**src/rtl/trap_pkg.sv**
```systemverilog
package trap_pkg;
    localparam int XW = 32;

    typedef enum logic [2:0] {
        EV_NONE = 3'd0,
        EV_TLB  = 3'd1,
        EV_CPU  = 3'd2,
        EV_SYS  = 3'd3,
        EV_INT  = 3'd4
    } ev_kind_t;

    typedef enum logic {
        ST_RUN   = 1'b0,
        ST_FLUSH = 1'b1
    } seq_state_t;

    localparam logic [4:0] CODE_INT  = 5'd0;
    localparam logic [4:0] CODE_TLBL = 5'd2;
    localparam logic [4:0] CODE_SYS  = 5'd8;
    localparam logic [4:0] CODE_CPU  = 5'd11;

    localparam int SR_IE  = 0;
    localparam int SR_EXL = 1;
    localparam int SR_ERL = 2;
    localparam int CR_BD  = 31;
    localparam int CR_CE1 = 28;
    localparam int CR_IP2 = 10;
    localparam int CODE_LSB = 2;

    localparam logic [XW-1:0] RST_STATUS = 32'h3400_0000;
    localparam logic [XW-1:0] RST_CAUSE  = 32'h0000_005C;
    localparam logic [XW-1:0] RST_CTX    = 32'h007F_FFF0;
    localparam logic [XW-1:0] RST_ALL1   = 32'hFFFF_FFFF;

    localparam logic [XW-1:0] IP_FIELD   = 32'h0000_FF00;
    localparam logic [XW-1:0] CTX_KEEP   = 32'hFF80_000F;
    localparam logic [XW-1:0] CTX_VPN    = 32'h007F_FFF0;
    localparam logic [XW-1:0] EHI_MASK   = 32'hFFFF_E000;
    localparam int            CTX_SHIFT  = 9;

    localparam logic [XW-1:0] VEC_GENERAL = 32'h8000_0180;
    localparam logic [XW-1:0] VEC_REFILL  = 32'h8000_0000;
endpackage

```
**src/rtl/trap_irq_gate.sv**
```systemverilog
module trap_irq_gate
    import trap_pkg::*;
#(
    parameter int IRQ_W = 8
) (
    input  logic              clk,
    input  logic              rst_n,
    input  logic [IRQ_W-1:0]  irq_req,
    input  logic [IRQ_W-1:0]  irq_mask,
    input  logic [XW-1:0]     status,
    input  logic [XW-1:0]     cause,
    output logic              pend_next,
    output logic              int_take
);
    logic enabled;

    always_comb begin
        pend_next = |(irq_req & irq_mask);
        enabled   = status[SR_IE] && !status[SR_EXL] && !status[SR_ERL];
        int_take  = enabled && ((status & cause & IP_FIELD) != '0);
    end


    blocked_no_take_chk: assert property (@(posedge clk) disable iff (!rst_n)
        (!status[SR_IE] || status[SR_EXL] || status[SR_ERL]) |-> !int_take);


    ip2_follows_req_chk: assert property (@(posedge clk) disable iff (!rst_n)
        pend_next |=> cause[CR_IP2]);
endmodule

```
**src/rtl/trap_arbiter.sv**
```systemverilog
module trap_arbiter
    import trap_pkg::*;
(
    input  logic     clk,
    input  logic     rst_n,
    input  logic     enable,
    input  logic     ev_tlb,
    input  logic     ev_cpu,
    input  logic     ev_sys,
    input  logic     int_take,
    output ev_kind_t sel
);
    always_comb begin
        sel = EV_NONE;
        if (enable) begin
            if (ev_tlb)        sel = EV_TLB;
            else if (ev_cpu)   sel = EV_CPU;
            else if (ev_sys)   sel = EV_SYS;
            else if (int_take) sel = EV_INT;
        end
    end


    tlb_wins_chk: assert property (@(posedge clk) disable iff (!rst_n)
        (enable && ev_tlb) |-> sel == EV_TLB);


    no_accept_in_flush_chk: assert property (@(posedge clk) disable iff (!rst_n)
        !enable |-> sel == EV_NONE);
endmodule

```
**src/rtl/trap_regs.sv**
```systemverilog
module trap_regs
    import trap_pkg::*;
(
    input  logic          clk,
    input  logic          rst_n,
    input  ev_kind_t      sel,
    input  logic [XW-1:0] cur_pc,
    input  logic          in_delay_slot,
    input  logic [1:0]    cop_index,
    input  logic [XW-1:0] fault_addr,
    input  logic          tlb_covers,
    input  logic          pend_next,
    input  logic          wr_en,
    input  logic          wr_sel,
    input  logic [XW-1:0] wr_data,
    output logic [XW-1:0] status,
    output logic [XW-1:0] cause,
    output logic [XW-1:0] epc,
    output logic [XW-1:0] badvaddr,
    output logic [XW-1:0] context_r,
    output logic [XW-1:0] entryhi,
    output logic [XW-1:0] vector
);
    logic [XW-1:0] n_status, n_cause, n_epc, n_bad, n_ctx, n_ehi;
    logic [XW-1:0] entry_epc;
    logic [XW-1:0] bd_word;

    function automatic logic [XW-1:0] code_word(input logic [4:0] code);
        logic [XW-1:0] w;
        w = '0;
        w[CODE_LSB +: 5] = code;
        return w;
    endfunction

    always_comb begin
        entry_epc = in_delay_slot ? (cur_pc - 32'd4) : cur_pc;
        bd_word   = '0;
        bd_word[CR_BD] = in_delay_slot;

        n_status = status;
        n_cause  = cause;
        n_epc    = epc;
        n_bad    = badvaddr;
        n_ctx    = context_r;
        n_ehi    = entryhi;

        unique case (sel)
            EV_NONE: begin
                if (wr_en && !wr_sel) n_status = wr_data;
                if (wr_en &&  wr_sel) n_ctx    = wr_data;
            end
            EV_INT: begin
                n_cause = (cause & IP_FIELD) | code_word(CODE_INT) | bd_word;
                n_epc   = entry_epc;
                n_status[SR_EXL] = 1'b1;
            end
            EV_SYS: begin
                n_cause = code_word(CODE_SYS) | bd_word;
                n_epc   = entry_epc;
                n_status[SR_EXL] = 1'b1;
            end
            EV_CPU: begin
                n_cause = code_word(CODE_CPU) | bd_word;
                n_cause[CR_CE1] = (cop_index == 2'd1);
                n_epc   = entry_epc;
                n_status[SR_EXL] = 1'b1;
            end
            EV_TLB: begin
                n_bad   = fault_addr;
                n_ehi   = fault_addr & EHI_MASK;
                n_ctx   = (context_r & CTX_KEEP) | ((fault_addr >> CTX_SHIFT) & CTX_VPN);
                n_cause = code_word(CODE_TLBL);
                if (!status[SR_EXL]) begin
                    n_cause = n_cause | bd_word;
                    n_epc   = entry_epc;
                    n_status[SR_EXL] = 1'b1;
                end
            end
            default: begin
                n_status = status;
            end
        endcase

        n_cause[CR_IP2] = pend_next;

        if (sel == EV_TLB && !status[SR_EXL] && !tlb_covers) vector = VEC_REFILL;
        else                                                   vector = VEC_GENERAL;
    end

    always_ff @(posedge clk or negedge rst_n) begin
        if (!rst_n) begin
            status    <= RST_STATUS;
            cause     <= RST_CAUSE;
            epc       <= RST_ALL1;
            badvaddr  <= RST_ALL1;
            context_r <= RST_CTX;
            entryhi   <= '0;
        end else begin
            status    <= n_status;
            cause     <= n_cause;
            epc       <= n_epc;
            badvaddr  <= n_bad;
            context_r <= n_ctx;
            entryhi   <= n_ehi;
        end
    end


    ehi_low_clear_chk: assert property (@(posedge clk) disable iff (!rst_n)
        sel == EV_TLB |=> entryhi[12:0] == '0 && badvaddr == $past(fault_addr));


    nested_tlb_keeps_epc_chk: assert property (@(posedge clk) disable iff (!rst_n)
        (sel == EV_TLB && status[SR_EXL]) |=> $stable(epc) && !cause[CR_BD]);


    slot_epc_chk: assert property (@(posedge clk) disable iff (!rst_n)
        (sel inside {EV_INT, EV_SYS, EV_CPU} && in_delay_slot) |=>
            epc == $past(cur_pc) - 32'd4 && cause[CR_BD]);


    exl_after_entry_chk: assert property (@(posedge clk) disable iff (!rst_n)
        sel inside {EV_INT, EV_SYS, EV_CPU} |=> status[SR_EXL]);
endmodule

```
**src/rtl/trap_sequencer.sv**
```systemverilog
module trap_sequencer
    import trap_pkg::*;
#(
    parameter int IRQ_W = 8
) (
    input  logic              clk,
    input  logic              rst_n,
    input  logic [31:0]       cur_pc,
    input  logic              in_delay_slot,
    input  logic              ev_tlb_miss,
    input  logic              ev_cop_unusable,
    input  logic [1:0]        cop_index,
    input  logic              ev_syscall,
    input  logic [31:0]       fault_addr,
    input  logic              tlb_covers,
    input  logic [IRQ_W-1:0]  irq_req,
    input  logic [IRQ_W-1:0]  irq_mask,
    input  logic              csr_wr_en,
    input  logic              csr_wr_sel,
    input  logic [31:0]       csr_wr_data,
    output logic [31:0]       status_o,
    output logic [31:0]       cause_o,
    output logic [31:0]       epc_o,
    output logic [31:0]       badvaddr_o,
    output logic [31:0]       context_o,
    output logic [31:0]       entryhi_o,
    output logic              redirect_valid,
    output logic [31:0]       redirect_pc
);
    seq_state_t    state, state_n;
    ev_kind_t      sel;
    logic          pend_next, int_take;
    logic [XW-1:0] vector;

    trap_irq_gate #(.IRQ_W(IRQ_W)) u_gate (
        .clk       (clk),
        .rst_n     (rst_n),
        .irq_req   (irq_req),
        .irq_mask  (irq_mask),
        .status    (status_o),
        .cause     (cause_o),
        .pend_next (pend_next),
        .int_take  (int_take)
    );

    trap_arbiter u_arb (
        .clk      (clk),
        .rst_n    (rst_n),
        .enable   (state == ST_RUN),
        .ev_tlb   (ev_tlb_miss),
        .ev_cpu   (ev_cop_unusable),
        .ev_sys   (ev_syscall),
        .int_take (int_take),
        .sel      (sel)
    );

    trap_regs u_regs (
        .clk           (clk),
        .rst_n         (rst_n),
        .sel           (sel),
        .cur_pc        (cur_pc),
        .in_delay_slot (in_delay_slot),
        .cop_index     (cop_index),
        .fault_addr    (fault_addr),
        .tlb_covers    (tlb_covers),
        .pend_next     (pend_next),
        .wr_en         (csr_wr_en),
        .wr_sel        (csr_wr_sel),
        .wr_data       (csr_wr_data),
        .status        (status_o),
        .cause         (cause_o),
        .epc           (epc_o),
        .badvaddr      (badvaddr_o),
        .context_r     (context_o),
        .entryhi       (entryhi_o),
        .vector        (vector)
    );

    // next-state: ACCEPT, IDLE, RESUME
    always_comb begin
        state_n = state;
        unique case (state)
            ST_RUN:   state_n = (sel != EV_NONE) ? ST_FLUSH : ST_RUN;
            ST_FLUSH: state_n = ST_RUN;
            default:  state_n = ST_RUN;
        endcase
    end

    always_ff @(posedge clk or negedge rst_n) begin
        if (!rst_n) state <= ST_RUN;
        else        state <= state_n;
    end

    always_ff @(posedge clk or negedge rst_n) begin
        if (!rst_n) begin
            redirect_valid <= 1'b0;
            redirect_pc    <= VEC_GENERAL;
        end else begin
            redirect_valid <= (sel != EV_NONE);
            if (sel != EV_NONE) redirect_pc <= vector;
        end
    end


    single_pulse_chk: assert property (@(posedge clk) disable iff (!rst_n)
        redirect_valid |=> !redirect_valid);


    pulse_matches_state_chk: assert property (@(posedge clk) disable iff (!rst_n)
        redirect_valid == (state == ST_FLUSH));


    refill_vector_chk: assert property (@(posedge clk) disable iff (!rst_n)
        (redirect_valid && redirect_pc == VEC_REFILL) |-> cause_o[6:2] == CODE_TLBL);
endmodule

```
**config.mk**
```make
export PLATFORM = sky130hd
export DESIGN_NAME = trap_sequencer
export DESIGN_NICKNAME = d
export VERILOG_FILES = /design/src/rtl/trap_pkg.sv /design/src/rtl/trap_irq_gate.sv /design/src/rtl/trap_arbiter.sv /design/src/rtl/trap_regs.sv /design/src/rtl/trap_sequencer.sv
export SDC_FILE = /design/constraint.sdc
export NUM_CORES = 1
export LEC_CHECK = 0
export ABC_AREA = 1
export BUFFER_PORTS_ARGS = -buffer_cell sky130_fd_sc_hd__buf_4
export CORE_AREA = 2 2 136 138
export DETAILED_ROUTE_END_ITERATION = 16
export DIE_AREA = 0 0 138 140
export PLACE_DENSITY = 0.77
export SLEW_MARGIN = 20
export SYNTH_ARGS = -nofsm -noshare
export SYNTH_HDL_FRONTEND = slang
export SYNTH_SLANG_ARGS = --single-unit
export TNS_END_PERCENT = 10
```
**constraint.sdc**
```tcl
create_clock -name clk -period 2.8 [get_ports clk]
set_clock_uncertainty 0.1 [all_clocks]
set_input_delay 0.56 -clock clk [delete_from_list [all_inputs] [get_ports clk]]
set_output_delay 0.56 -clock clk [all_outputs]
set_load 0.03 [all_outputs]
```
==> results.py <==
metrics = {
    "sta": {
        "period_minus_slack_ns": 2.08,
        "timing.fmax_ghz": 0.480,
        "slew_violations": 0,
        "rsz0062_at_grt": "false",
        "layout_setup_ws_ns": 0.718,
        "final.setup.tns_ns": 0,
        "worst_slew_pin_slew_ns": 0.771,
        "hold_viol": 0,
        "setup_viol": 0,
        "finalCritPeriodShare_pct": 74.3,
        "slew_headroom_pct": 48.6,
    },
    "worst_setup_path": {
        "crit_start": "u_regs.status[0]$_DFFE_PN0P_",
        "ff2ff_path_depth": 9,
        "crit_required_ns": 3.06,
        "arrival_ns": 2.34,
        "rrSetupSlack_ns": 0.72,
        "endpoint": "u_regs.context_r[20]$_DFFE_PN1P_",
        "r2r_end": "u_regs.context_r[20]$_DFFE_PN1P_",
        "path_class": "flop to flop",
        "r2r_start": "u_regs.status[0]$_DFFE_PN0P_",
        "worstSetupStartpointType": "flop",
        "critical_path.max_fanout": 37,
        "end_kind": "flop",
    },
    "run": {
        "drv_cap": 0,
    },
    "global_routing": {
        "grtUsageTotal_pct": 21.7,
        "grt_pass1_vias": 6394,
        "antenna_found_initial": 0,
        "grt_pass1_wl_um": 33500,
        "grt_start_max_net_pins": 93,
        "gr-total-overflow": 0,
    },
    "min_path": {
        "hold_depth": 3,
        "worst_hold_path_type": "primary input to flop",
    },
    "yosys": {
        "synth_seq_cells": 157,
        "seq_area_frac_synth_pct": 54.1,
        "synth_top_area_share_pct": 31.7,
        "netlist_area_um2": 7460,
        "synth.avg_cell_area_um2": 8.35,
        "yosysTopAreaCell": "dfstp_2",
        "async_flop_share_pct": 100,
        "netlist_instances": 894,
        "synth_edf_count": 0,
        "yosys_warnings": 0,
        "synth_ff_type": "dfstp_2",
        "synth.distinct_cells": 37,
        "synth.top_cells.by_area": "dfstp_2 32%, dfrtp_1 22%, nand2_1 18%",
    },
    "placement": {
        "port_buffers": 280,
        "globalplace.congestion": 0.843,
        "dpl.hpwl_um": 16100,
        "pre_cts_ws_ns": 0.331,
    },
    "finish": {
        "nFillCells": 1612,
        "final_nets": 1294,
        "syn_to_final_growth_pct": 36.1,
        "num_antenna_cells": 0,
        "final_cell_mix": "357 x nand2_1, 285 x buf_4, 90 x dfstp_2",
        "drive_gt1_share_pct": 36.2,
        "mostFrequentLayoutCell": "nand2_1",
    },
    "routing": {
        "routed_via_density": 4.70,
        "drtAntennaViolNets": 0,
        "num_vias": 6632,
        "drc": 0,
        "drtIter0Drc": 388,
        "wl_per_cell_um": 15.1,
        "first_pass_iters": 5,
        "routed_wl_um": 21400,
    },
    "clock_tree": {
        "cts.root.buffer_cell": "clkbuf_16",
        "clk_latency_ns": 0.42,
        "numCtsBuffers": 17,
        "cts_sinks": 157,
        "htree_levels": 4,
        "postCtsSetupRepairBufs": 0,
        "cts_buffer_depth": 2,
        "path_clk_slew_ns": 0.07,
        "cts_tree": "done",
    },
    "floorplan": {
        "die-area_um2": 19300,
        "dieWidth_um": 138,
        "die_h_um": 140,
        "start_util_pct": 42.0,
        "coreArea_um2": 17800,
        "placementRows": 49,
        "io_pins": 348,
    },
    "pwr": {
        "p_leak_nw": 5.44,
        "peakVddDrop_mv": 0.477,
        "p_per_area_nw_per_um2": 909,
    },
    "run_status": {
        "status": "finished clean",
    },
}
-- power breakdown --
group | total, mW | leakage (nW) | switching (mW) | internal [mW]
combinational | 3.41 | 3.38 | 2.25 | 1.16
clock | 2.36 | 0.298 | 1.14 | 1.23
sequential | 3.46 | 1.77 | 0.357 | 3.10
-- synth_stat cells (all sizes together), types with 3 or more instances --
cell,count
dfstp,90
nand3,63
a31oi,4
dfrtp,67
inv,63
o21ai,60
nand4,7
buf,86
clkbuf,12
a22o,3
nor2,50
nand2,361
xor2,11
-- per-layer routing --
metal,global-route usage [%],wire [µm]
met1,28.4,9190
met2,35.6,10300
met3,6.19,1570
met4,5.75,338
met5,0,0
-- per-stage QoR --
stage	utilization (%)	cell area (µm²)	power, mW	hold WS [ns]	std cells
2_1_floorplan	-	7710	5.57	0.164	959
4_1_cts	57.1	10200	9.32	0.214	1412
5_1_grt	57.1	10200	9.69	0.212	1412
3_5_place_dp	53.7	9540	6.93	0.258	1379
3_3_place_gp	53.7	9540	6.86	0.258	1379
6_report	57.1	10200	9.23	0.226	1412
-- cells by family (layout without fill, tap and decap cells) --
| kind of cell | Yosys count | count (layout) | share of synthesized area, % |
|---|---|---|---|
| AO/OA/AOI/OAI | 73 | 73 | 5.42 |
| XOR/XNOR | 12 | 12 | 1.41 |
| adder cells (fa/ha/maj) | 1 | 1 | 0.168 |
| buffers and inverters | 161 | 385 | 12.1 |
| flip-flops | 157 | 157 | 54.1 |
| other | 2 | 67 | 0.101 |
| AND/OR/NAND/NOR | 488 | 488 | 26.7 |
-- worst min-delay path by stage --
stage	startpoint	end	slack, ns
after floorplan	rst_n	redirect_valid$_DFF_PN0_	0.16
after global placement	rst_n	u_regs.status[24]$_DFFE_PN0P_	0.26
after detailed placement	rst_n	u_regs.status[3]$_DFFE_PN0P_	0.26
after CTS	fault_addr[2]	u_regs.badvaddr[2]$_DFFE_PN1P_	0.21
after global routing	fault_addr[2]	u_regs.badvaddr[2]$_DFFE_PN1P_	0.21
final	fault_addr[2]	u_regs.badvaddr[2]$_DFFE_PN1P_	0.23
-- worst max-delay path, cell delays in order, from the launching register on --
cell and delay (ns):
dfrtp_1 0.43, nand2_1 0.11, nor2_2 0.05, nand3_2 0.08, nand2_2 0.10, inv_4 0.19, nand3_4 0.39, nand2_4 0.37
nand2_1 0.10, nand2_1 0.08
-- cell type report --
class	count	area [µm²]	area share, %
well taps	229	287	2.82
multi-input cells	641	2760	27.2
repair buffers	290	2220	21.9
clock inverters	15	184	1.81
clock buffers	17	425	4.19
inverters	63	239	2.35
flip-flops and latches	157	4040	39.8
-- registers in the layout, summed over array words and instances, names as in the netlist --
register	count
u_regs.badvaddr	32
u_regs.context_r	32
u_regs.epc	32
u_regs.status	32
u_regs.entryhi	19
u_regs.cause	7
redirect_pc	1
redirect_valid	1
state	1
-- timing repair --
action	CTS	global route
resized for setup	0	0
endpoints found under the hold margin	4	0
hold buffers	1	0
Power figures use the tool's default switching activity.
